### src/rtl/igd_pkg.sv
package igd_pkg;
  typedef enum logic [2:0] {
    ST_IDLE = 3'd0,
    ST_VEC  = 3'd1,
    ST_LDSS = 3'd2,
    ST_PUSH = 3'd3,
    ST_LDCS = 3'd4
  } igd_state_e;

  typedef enum logic [2:0] {
    FR_OLD_SS = 3'd0,
    FR_OLD_SP = 3'd1,
    FR_FLAGS  = 3'd2,
    FR_CS     = 3'd3,
    FR_IP     = 3'd4
  } igd_slot_e;

  localparam int IF_BIT = 9;
endpackage

### src/rtl/igd_frame_mux.sv
module igd_frame_mux #(
  parameter int DW = 32,
  parameter int SW = 16
) (
  input  igd_pkg::igd_slot_e slot,
  input  logic               wide,
  input  logic [SW-1:0]      old_ss,
  input  logic [DW-1:0]      old_sp,
  input  logic [DW-1:0]      flags,
  input  logic [SW-1:0]      cs,
  input  logic [DW-1:0]      ip,
  output logic [DW-1:0]      data
);
  import igd_pkg::*;
  localparam int NW = 16;
  logic [DW-1:0] raw;

  always_comb begin
    case (slot)
      FR_OLD_SS: raw = {{(DW-SW){1'b0}}, old_ss};
      FR_OLD_SP: raw = old_sp;
      FR_FLAGS:  raw = flags;
      FR_CS:     raw = {{(DW-SW){1'b0}}, cs};
      default:   raw = ip;
    endcase
    data = wide ? raw : {{(DW-NW){1'b0}}, raw[NW-1:0]};
  end
endmodule

### src/rtl/igd_sp_step.sv
module igd_sp_step #(
  parameter int DW = 32
) (
  input  logic [DW-1:0] sp,
  input  logic          wide,
  output logic [DW-1:0] sp_next
);
  localparam logic [DW-1:0] STEP_W = DW'(4);
  localparam logic [DW-1:0] STEP_N = DW'(2);
  assign sp_next = sp - (wide ? STEP_W : STEP_N);
endmodule

### src/rtl/igd_top.sv
module igd_top #(
  parameter int DW     = 32,
  parameter int SW     = 16,
  parameter int VW     = 8,
  parameter int LEVELS = 3
) (
  input  logic                 clk,
  input  logic                 rst,
  input  logic                 start,
  input  logic [VW-1:0]        vector,
  input  logic [SW-1:0]        gate_sel,
  input  logic [DW-1:0]        gate_off,
  input  logic [1:0]           gate_kind,
  input  logic                 prot_mode,
  input  logic [1:0]           cpl,
  input  logic [DW-1:0]        flags_in,
  input  logic [SW-1:0]        cs_in,
  input  logic [DW-1:0]        ip_in,
  input  logic [SW-1:0]        ss_in,
  input  logic [DW-1:0]        sp_in,
  input  logic [LEVELS*SW-1:0] inner_ss,
  input  logic [LEVELS*DW-1:0] inner_sp,
  input  logic [DW-1:0]        tbl_base,
  output logic                 tbl_req,
  output logic [DW-1:0]        tbl_addr,
  input  logic                 tbl_valid,
  input  logic [DW-1:0]        tbl_data,
  output logic                 push_req,
  output logic [DW-1:0]        push_addr,
  output logic [DW-1:0]        push_data,
  output logic                 push_wide,
  input  logic                 push_ack,
  input  logic                 push_fault,
  output logic                 ld_req,
  output logic                 ld_is_ss,
  output logic [SW-1:0]        ld_sel,
  input  logic                 ld_ack,
  input  logic                 ld_fault,
  output logic                 busy,
  output logic                 done,
  output logic                 fault,
  output logic [SW-1:0]        new_cs,
  output logic [DW-1:0]        new_ip,
  output logic [SW-1:0]        new_ss,
  output logic [DW-1:0]        new_sp,
  output logic                 if_out
);
  import igd_pkg::*;
  localparam int HW = DW / 2;

  igd_state_e state;
  igd_slot_e  slot;
  logic          wide_r, trap_r, g32_r;
  logic [SW-1:0] sel_r, cs_r, old_ss_r, stk_ss_r;
  logic [DW-1:0] off_r, flags_r, ip_r, old_sp_r, sp_r, addr_r, sp_next;

  logic [SW-1:0] lvl_ss [LEVELS];
  logic [DW-1:0] lvl_sp [LEVELS];
  genvar g;
  generate
    for (g = 0; g < LEVELS; g++) begin : g_lvl
      assign lvl_ss[g] = inner_ss[g*SW +: SW];
      assign lvl_sp[g] = inner_sp[g*DW +: DW];
    end
  endgenerate

  logic [1:0] tgt_rpl;
  logic       need_switch;
  assign tgt_rpl     = gate_sel[1:0];
  assign need_switch = (cpl > tgt_rpl) && (int'(tgt_rpl) < LEVELS);

  igd_sp_step #(.DW(DW)) u_step (.sp(sp_r), .wide(wide_r), .sp_next(sp_next));

  igd_frame_mux #(.DW(DW), .SW(SW)) u_mux (
    .slot(slot), .wide(wide_r), .old_ss(old_ss_r), .old_sp(old_sp_r),
    .flags(flags_r), .cs(cs_r), .ip(ip_r), .data(push_data)
  );

  assign busy      = (state != ST_IDLE);
  assign tbl_req   = (state == ST_VEC);
  assign tbl_addr  = addr_r;
  assign push_req  = (state == ST_PUSH);
  assign push_addr = sp_next;
  assign push_wide = wide_r;
  assign ld_req    = (state == ST_LDSS) || (state == ST_LDCS);
  assign ld_is_ss  = (state == ST_LDSS);
  assign ld_sel    = (state == ST_LDSS) ? stk_ss_r : sel_r;

  always_ff @(posedge clk) begin
    if (rst) begin
      state    <= ST_IDLE;
      slot     <= FR_FLAGS;
      wide_r   <= 1'b0;
      trap_r   <= 1'b0;
      g32_r    <= 1'b0;
      sel_r    <= '0;
      cs_r     <= '0;
      old_ss_r <= '0;
      stk_ss_r <= '0;
      off_r    <= '0;
      flags_r  <= '0;
      ip_r     <= '0;
      old_sp_r <= '0;
      sp_r     <= '0;
      addr_r   <= '0;
      done     <= 1'b0;
      fault    <= 1'b0;
      new_cs   <= '0;
      new_ip   <= '0;
      new_ss   <= '0;
      new_sp   <= '0;
      if_out   <= 1'b0;
    end else begin
      done  <= 1'b0;
      fault <= 1'b0;
      case (state)
        ST_IDLE: if (start) begin
          flags_r  <= flags_in;
          cs_r     <= cs_in;
          ip_r     <= ip_in;
          old_ss_r <= ss_in;
          old_sp_r <= sp_in;
          stk_ss_r <= ss_in;
          sp_r     <= sp_in;
          addr_r   <= tbl_base + (DW'(vector) << 2);
          sel_r    <= gate_sel;
          off_r    <= gate_off;
          slot     <= FR_FLAGS;
          if (!prot_mode) begin
            wide_r <= 1'b0;
            g32_r  <= 1'b0;
            trap_r <= 1'b0;
            state  <= ST_VEC;
          end else begin
            wide_r <= gate_kind[0];
            g32_r  <= gate_kind[0];
            trap_r <= gate_kind[1];
            if (need_switch) begin
              stk_ss_r <= lvl_ss[tgt_rpl];
              sp_r     <= lvl_sp[tgt_rpl];
              slot     <= FR_OLD_SS;
              state    <= ST_LDSS;
            end else begin
              state <= ST_PUSH;
            end
          end
        end
        ST_VEC: if (tbl_valid) begin
          sel_r <= tbl_data[DW-1:HW];
          off_r <= {{HW{1'b0}}, tbl_data[HW-1:0]};
          state <= ST_PUSH;
        end
        ST_LDSS: if (ld_ack) begin
          if (ld_fault) begin
            fault <= 1'b1;
            state <= ST_IDLE;
          end else begin
            state <= ST_PUSH;
          end
        end
        ST_PUSH: if (push_ack) begin
          if (push_fault) begin
            fault <= 1'b1;
            state <= ST_IDLE;
          end else begin
            sp_r <= sp_next;
            if (slot == FR_IP) state <= ST_LDCS;
            else slot <= igd_slot_e'(slot + 3'd1);
          end
        end
        ST_LDCS: if (ld_ack) begin
          state <= ST_IDLE;
          if (ld_fault) begin
            fault <= 1'b1;
          end else begin
            done   <= 1'b1;
            new_cs <= sel_r;
            new_ip <= g32_r ? off_r : {ip_r[DW-1:HW], off_r[HW-1:0]};
            new_ss <= stk_ss_r;
            new_sp <= sp_r;
            if_out <= trap_r ? flags_r[IF_BIT] : 1'b0;
          end
        end
        default: state <= ST_IDLE;
      endcase
    end
  end
endmodule

### config.mk
export PLATFORM = sky130hd
export DESIGN_NAME = igd_top
export DESIGN_NICKNAME = d
export VERILOG_FILES = /design/src/rtl/igd_pkg.sv /design/src/rtl/igd_frame_mux.sv /design/src/rtl/igd_sp_step.sv /design/src/rtl/igd_top.sv
export SDC_FILE = /design/constraint.sdc
export NUM_CORES = 1
export LEC_CHECK = 0
export BUFFER_PORTS_ARGS = -buffer_cell sky130_fd_sc_hd__buf_4
export CAP_MARGIN = 20
export CORE_AREA = 10 10 231 233
export CTS_CLUSTER_SIZE = 30
export DETAILED_ROUTE_END_ITERATION = 8
export DIE_AREA = 0 0 241 243
export GPL_TIMING_DRIVEN = 0
export MAX_ROUTING_LAYER = met4
export SYNTH_ARGS = -nofsm -noshare
export SYNTH_HDL_FRONTEND = slang
export SYNTH_SLANG_ARGS = --single-unit
export TNS_END_PERCENT = 30
### constraint.sdc
create_clock -name clk -period 6.94 [get_ports clk]
set_input_delay 0.694 -clock clk [delete_from_list [all_inputs] [get_ports clk]]
set_output_delay 0.694 -clock clk [all_outputs]
set_load 0.01 [all_outputs]
# --- Yosys cells after proc, flatten, opt, wreduce, memory -nomap -nowiden ---
# Index checks and enable logic that the tools add are counted.
# W data, S select, Z words.
totals:
  register_bits: 363
  output_inout_bits: 217
  wordCells: 114
op_classes:
  addsub: 3
  order_cmp: 3
  n_eq_ne: 16
  muxes: 52
  bitwise_logic: 4
  reduce_logical: 15
op_table:
  columns: ["operator", "n"]
  rows:
  - ["$mux W32", 11]
  - ["$pmux W32 S2", 2]
  - ["$pmux W32 S4", 1]
  - ["$mux W16", 7]
  - ["$bmux W32 S2", 1]
  - ["$mux W3", 12]
  - ["$add A32 B10 Y32", 1]
  - ["$bmux W16 S2", 1]
  - ["$pmux W16 S2", 1]
  - ["$sub A32 B32 Y32", 1]
  - ["$pmux W3 S5", 1]
  - ["$eq A3 B2 Y1 const B", 4]
  - ["$mux W1", 9]
  - ["$mux W2", 4]
  - ["$ne A2 B2 Y1 const B", 4]
  - ["$eq A3 B1 Y1 const B", 2]
  - ["$eq A3 B3 Y1 const B", 2]
  - ["$logic_not A3 Y1", 2]
  - ["$ne A2 B1 Y1 const B", 3]
  - ["$pmux W3 S2", 1]
  - ["$reduce_and A3 Y1", 2]
  - ["$reduce_and A6 Y1", 1]
  - ["$reduce_and A5 Y1", 1]
  - ["$reduce_and A4 Y1", 1]
  - ["other kinds (15)", 18]

# --- Longest topological paths before layout ---
depth:
  ltp_word: 8
  depth_mapped: 11
  ltp_nobuf: 9

# --- Modules after synthesis ---
# From an unflattened synthesis, not the netlist that was laid out.
hier_totals:
  cells_unflattened: 2157
  hier_area_um2: 17551.8
modules_own_cells:
  columns: ["mod", "n_inst", "cells_per_inst", "area_per_inst_um2", "seq_area_each_um2"]
  rows:
  - ["igd_top", 1, 1922, 15763.9, 7267.0]
  - ["igd_frame_mux", 1, 139, 999.7, 0.0]
  - ["igd_sp_step", 1, 96, 788.3, 0.0]

# --- Least setup slack after synthesis ---
# Ideal clock, no wire load.
synth_path:
  path_type: "reg2out"
  startpoint: "reg g32_r (netlist name)"
  endpoint: "out push_addr[21]"
  arrival_time_ps: 3082
  setup_slack_ps: 3164
  path_stages_with_launch: 11
  path_cell_list: "dfxtp_1 > clkbuf_1 > clkinv_1 > clkbuf_1 > ha_1 > fa_1 > or4b_2 > nor2_1 > nand3_1 > or3_1 > xnor2_1"
synth_rtl:
  columns: ["item", "line_no", "source"]
  rows:
  - ["end, declared", "igd_top.sv:29", "output logic [DW-1:0] push_addr,"]

==> results.toml <==
[setup_path]
reg2reg_slack_ns = 2.58
cp_top_family = "simple AND/OR/NAND/NOR gates"
criticalPathCategory = "flop to output port"
required_ns = 6.25
cp_num_buf_inv = 4
path_cells = "clkbuf_1 -> clkinv_1 -> clkbuf_1 -> ha_1 -> fa_1 -> nor4b_1 -> nand2_1 -> or4_1 -> nor2_1 -> xor2_1 -> buf_4"
arrival_ns = 4.86
slowest_delay_ns = 0.65
cp_slowest_cell = "nor4b_1"
cp.depth = 11
rr_worst_depth = 11
cp-end-kind = "output port"
worstReg2RegEnd = "sp_r[29]$_SDFFE_PP0P_"
worst_setup_path_start_kind = "flop"
r2r-start = "g32_r$_SDFFE_PP0P_"
cp_max_fo = 11
cpMostUsedCell = "clkbuf_1"

[grt]
grt_usage_pct = 31.2
grt_max_degree = 14
grt_pass1_vias = 18800
grt-ovfl-total = 0
grt_pass1_wl_mm = 131
antenna_found_initial = 5

[route]
wl_mm = 94.0
first_pass_iters = 7
routed_via_density = 5.55
drt_first_iter_violations = 1790
drt-wirelength-per-cell_um = 26.9
vias = 19400
remaining_drc_errors = 0
ant_nets = 0

[yosys]
ys_ff_latch = 363
synthesis.nets = 2594
synth-main-ff-cell = "dfxtp_1"
synth_warnings = 0
yosys.area_share.xor_xnor_pct = 2.56
synthSimpleGateAreaFrac_pct = 18.8
synthArstFlopShare_pct = 0
muxShareOfSynthArea_pct = 6.94
yosysSeqAreaShare_pct = 42.5
synth.avg_cell_area_um2 = 7.89
netlist.area_leader.share_pct = 42.5
synth-compound-area-share_pct = 22.9
post-synth-top-area-cell = "dfxtp_1"
synth_top_family_by_area = "compound AO/OA/AOI/OAI gates"
ys_top_cells_by_area = "dfxtp_1, nand2_1, a21oi_1"
ys_types = 64
synth_edf_count = 0
synthesis.area_um2 = 17100
synthCells = 2170
synthAdderAreaFrac_pct = 1.48

[clock_network]
clock-sinks = 363
cts_buffers = 42
cts_tree = "built"
cts-root-buf = "clkbuf_16"
cts_resized = 0
ctsHtreeMaxLevel = 2
cts-hold-fix-buffers = 0
clk_path_buf_depth = 3
clk_pin_slew_ns = 0.06
post_cts_buffers = 0
worstSkewPairLatency_ns = 0.59

[timing]
period_share_pct = 80.0
period_minus_slack_ns = 5.56
fmaxAchievable_ghz = 0.180
rsz0062_at_grt = "false"
relSlewSlack_pct = 21.3
setup_viol = 0
tightest_slew_ns = 1.18
drv_slew = 0
hold_viol_final = 0
skew_ns = 0.0198
tns_ns = 0

[floorplan]
pin_count = 622
core-area_um2 = 48600
start_util_pct = 35.2
die_w_um = 241
num_rows = 81
dieHeight_um = 243
dieArea_um2 = 58600

[worst_hold_path]
min_from = "flags_in[23]"
holdPathStages = 3
holdPathEnd = "flags_r[23]$_SDFFE_PP0P_"
hold_path_class = "input port to flop"

[place]
dp_hpwl_mm = 77.4
portBuffers = 620
post_dp_cell_area_um2 = 22500
gp_congestion = 1.00

[finish]
final_cell_area_um2 = 23900
area_growth_pct = 39.8
multiInputGateArea_um2 = 9020
regArea_um2 = 7270
nets = 3260
drive_gt1_share_pct = 25.6
num-fill-cells = 4905

[power_and_ir_drop]
pwr_density_cell_nw_per_um2 = 361
total_leakage_power_nw = 9.64
ir_worst_vdd_v = 0.000200

[status]
outcome = "completed"

[flow_run]
max_cap_violations = 0
## cell usage in the layout (no fill, tap or decap), types with 12 or more instances in the layout
master and instances:
a31oi_1 30, a21oi_1 302, mux2_2 21, nor3_1 17
a222oi_1 16, buf_4 621, dfxtp_1 363, xor2_1 22
buf_1 14, nand2_1 530, a211oi_1 58, o21ai_0 48
a22oi_1 48, nor2_1 139, xnor2_1 28, ha_1 17
mux2i_1 95, clkbuf_16 43, o211ai_1 72, clkbuf_1 171
inv_1 31, or3_1 12, nand3_1 18
## layout make-up
cell class | instances | area share, %
multi-input combinational | 1593 | 37.7
sequential | 363 | 30.4
timing repair buffer | 622 | 19.5
clock buffer | 61 | 5.20
tap | 622 | 3.25
buffer | 182 | 2.95
inverter | 32 | 0.502
clock inverter | 15 | 0.450
antenna | 4 | 0.0418
## metal layers
metal | global-route usage, % | vias to the layer above | wire length [um]
li1 | - | 8934 | -
met1 | 38.6 | 9347 | 38700
met2 | 50.8 | 979 | 44700
met3 | 5.04 | 147 | 7690
met4 | 10.0 | 0 | 3000
met5 | - | - | 0
## metrics by stage
step	cells	total power [mW]	hold WS (ns)	util, %	worst slack [ns]
after floorplan	2170	4.68	0.432	-	3.16
after global routing	3494	9.01	0.357	49.2	1.21
after CTS	3489	8.60	0.338	49.1	1.42
final	3494	8.64	0.355	49.2	1.38
after detailed placement	3413	6.40	0.443	46.4	2.04
after global placement	3412	6.36	0.439	46.3	2.08
## Yosys cell counts, types with 9 or more instances
| master | count |
|---|---|
| nor2_1 | 139 |
| buf_1 | 14 |
| xor2_1 | 22 |
| o211ai_1 | 72 |
| a211oi_1 | 58 |
| xnor2_1 | 28 |
| a31oi_1 | 30 |
| inv_1 | 31 |
| dfxtp_1 | 363 |
| mux2i_1 | 95 |
| a21oi_1 | 302 |
| nand3_1 | 18 |
| a22oi_1 | 48 |
| a222oi_1 | 16 |
| o21ai_0 | 48 |
| or3_1 | 12 |
| nand2_1 | 530 |
| mux2_2 | 21 |
| ha_1 | 17 |
| nor3_1 | 17 |
| o32ai_1 | 10 |
| clkbuf_1 | 163 |
| nand4_1 | 9 |
## cell families after synthesis
| kind of cell | Yosys count |
|---|---|
| fa+ha+maj | 19 |
| simple gates | 775 |
| flops | 363 |
| compound gates | 633 |
| buf+inv | 214 |
| xor+xnor | 50 |
| mux | 116 |
## power by group
group	switching [mW]	internal, mW
logic	2.22	1.33
clock network	0.950	1.25
registers	0.380	2.50
total	3.55	5.09
## worst max path at each step
stage | endpoint | start | slack [ns]
floorplan | push_addr[21] | g32_r$_SDFFE_PP0P_ | 3.16
global placement | push_addr[31] | g32_r$_SDFFE_PP0P_ | 2.08
detailed placement | push_addr[31] | g32_r$_SDFFE_PP0P_ | 2.04
CTS | push_addr[31] | g32_r$_SDFFE_PP0P_ | 1.42
global route | push_addr[31] | g32_r$_SDFFE_PP0P_ | 1.21
finish | push_addr[31] | g32_r$_SDFFE_PP0P_ | 1.38
## state kept, by name, summed over array words and instances, names as in the netlist, 3 cells and up
| signal | cells |
|---|---|
| flags_r | 32 |
| sel_r | 16 |
| slot | 3 |
| new_sp | 32 |
| state | 3 |
| off_r | 32 |
| old_sp_r | 32 |
| new_ip | 32 |
| stk_ss_r | 16 |
| ip_r | 32 |
| new_ss | 16 |
| cs_r | 16 |
| tbl_addr | 32 |
| new_cs | 16 |
| old_ss_r | 16 |
| sp_r | 32 |
## tightest hold or removal path, delay by kind of cell
kind	cells	cell delay, ns
buffers and inverters	1	0.11
AND/OR/NAND/NOR	1	0.05
AO/OA/AOI/OAI	1	0.05
No activity file was read; power rests on OpenSTA's default activity.
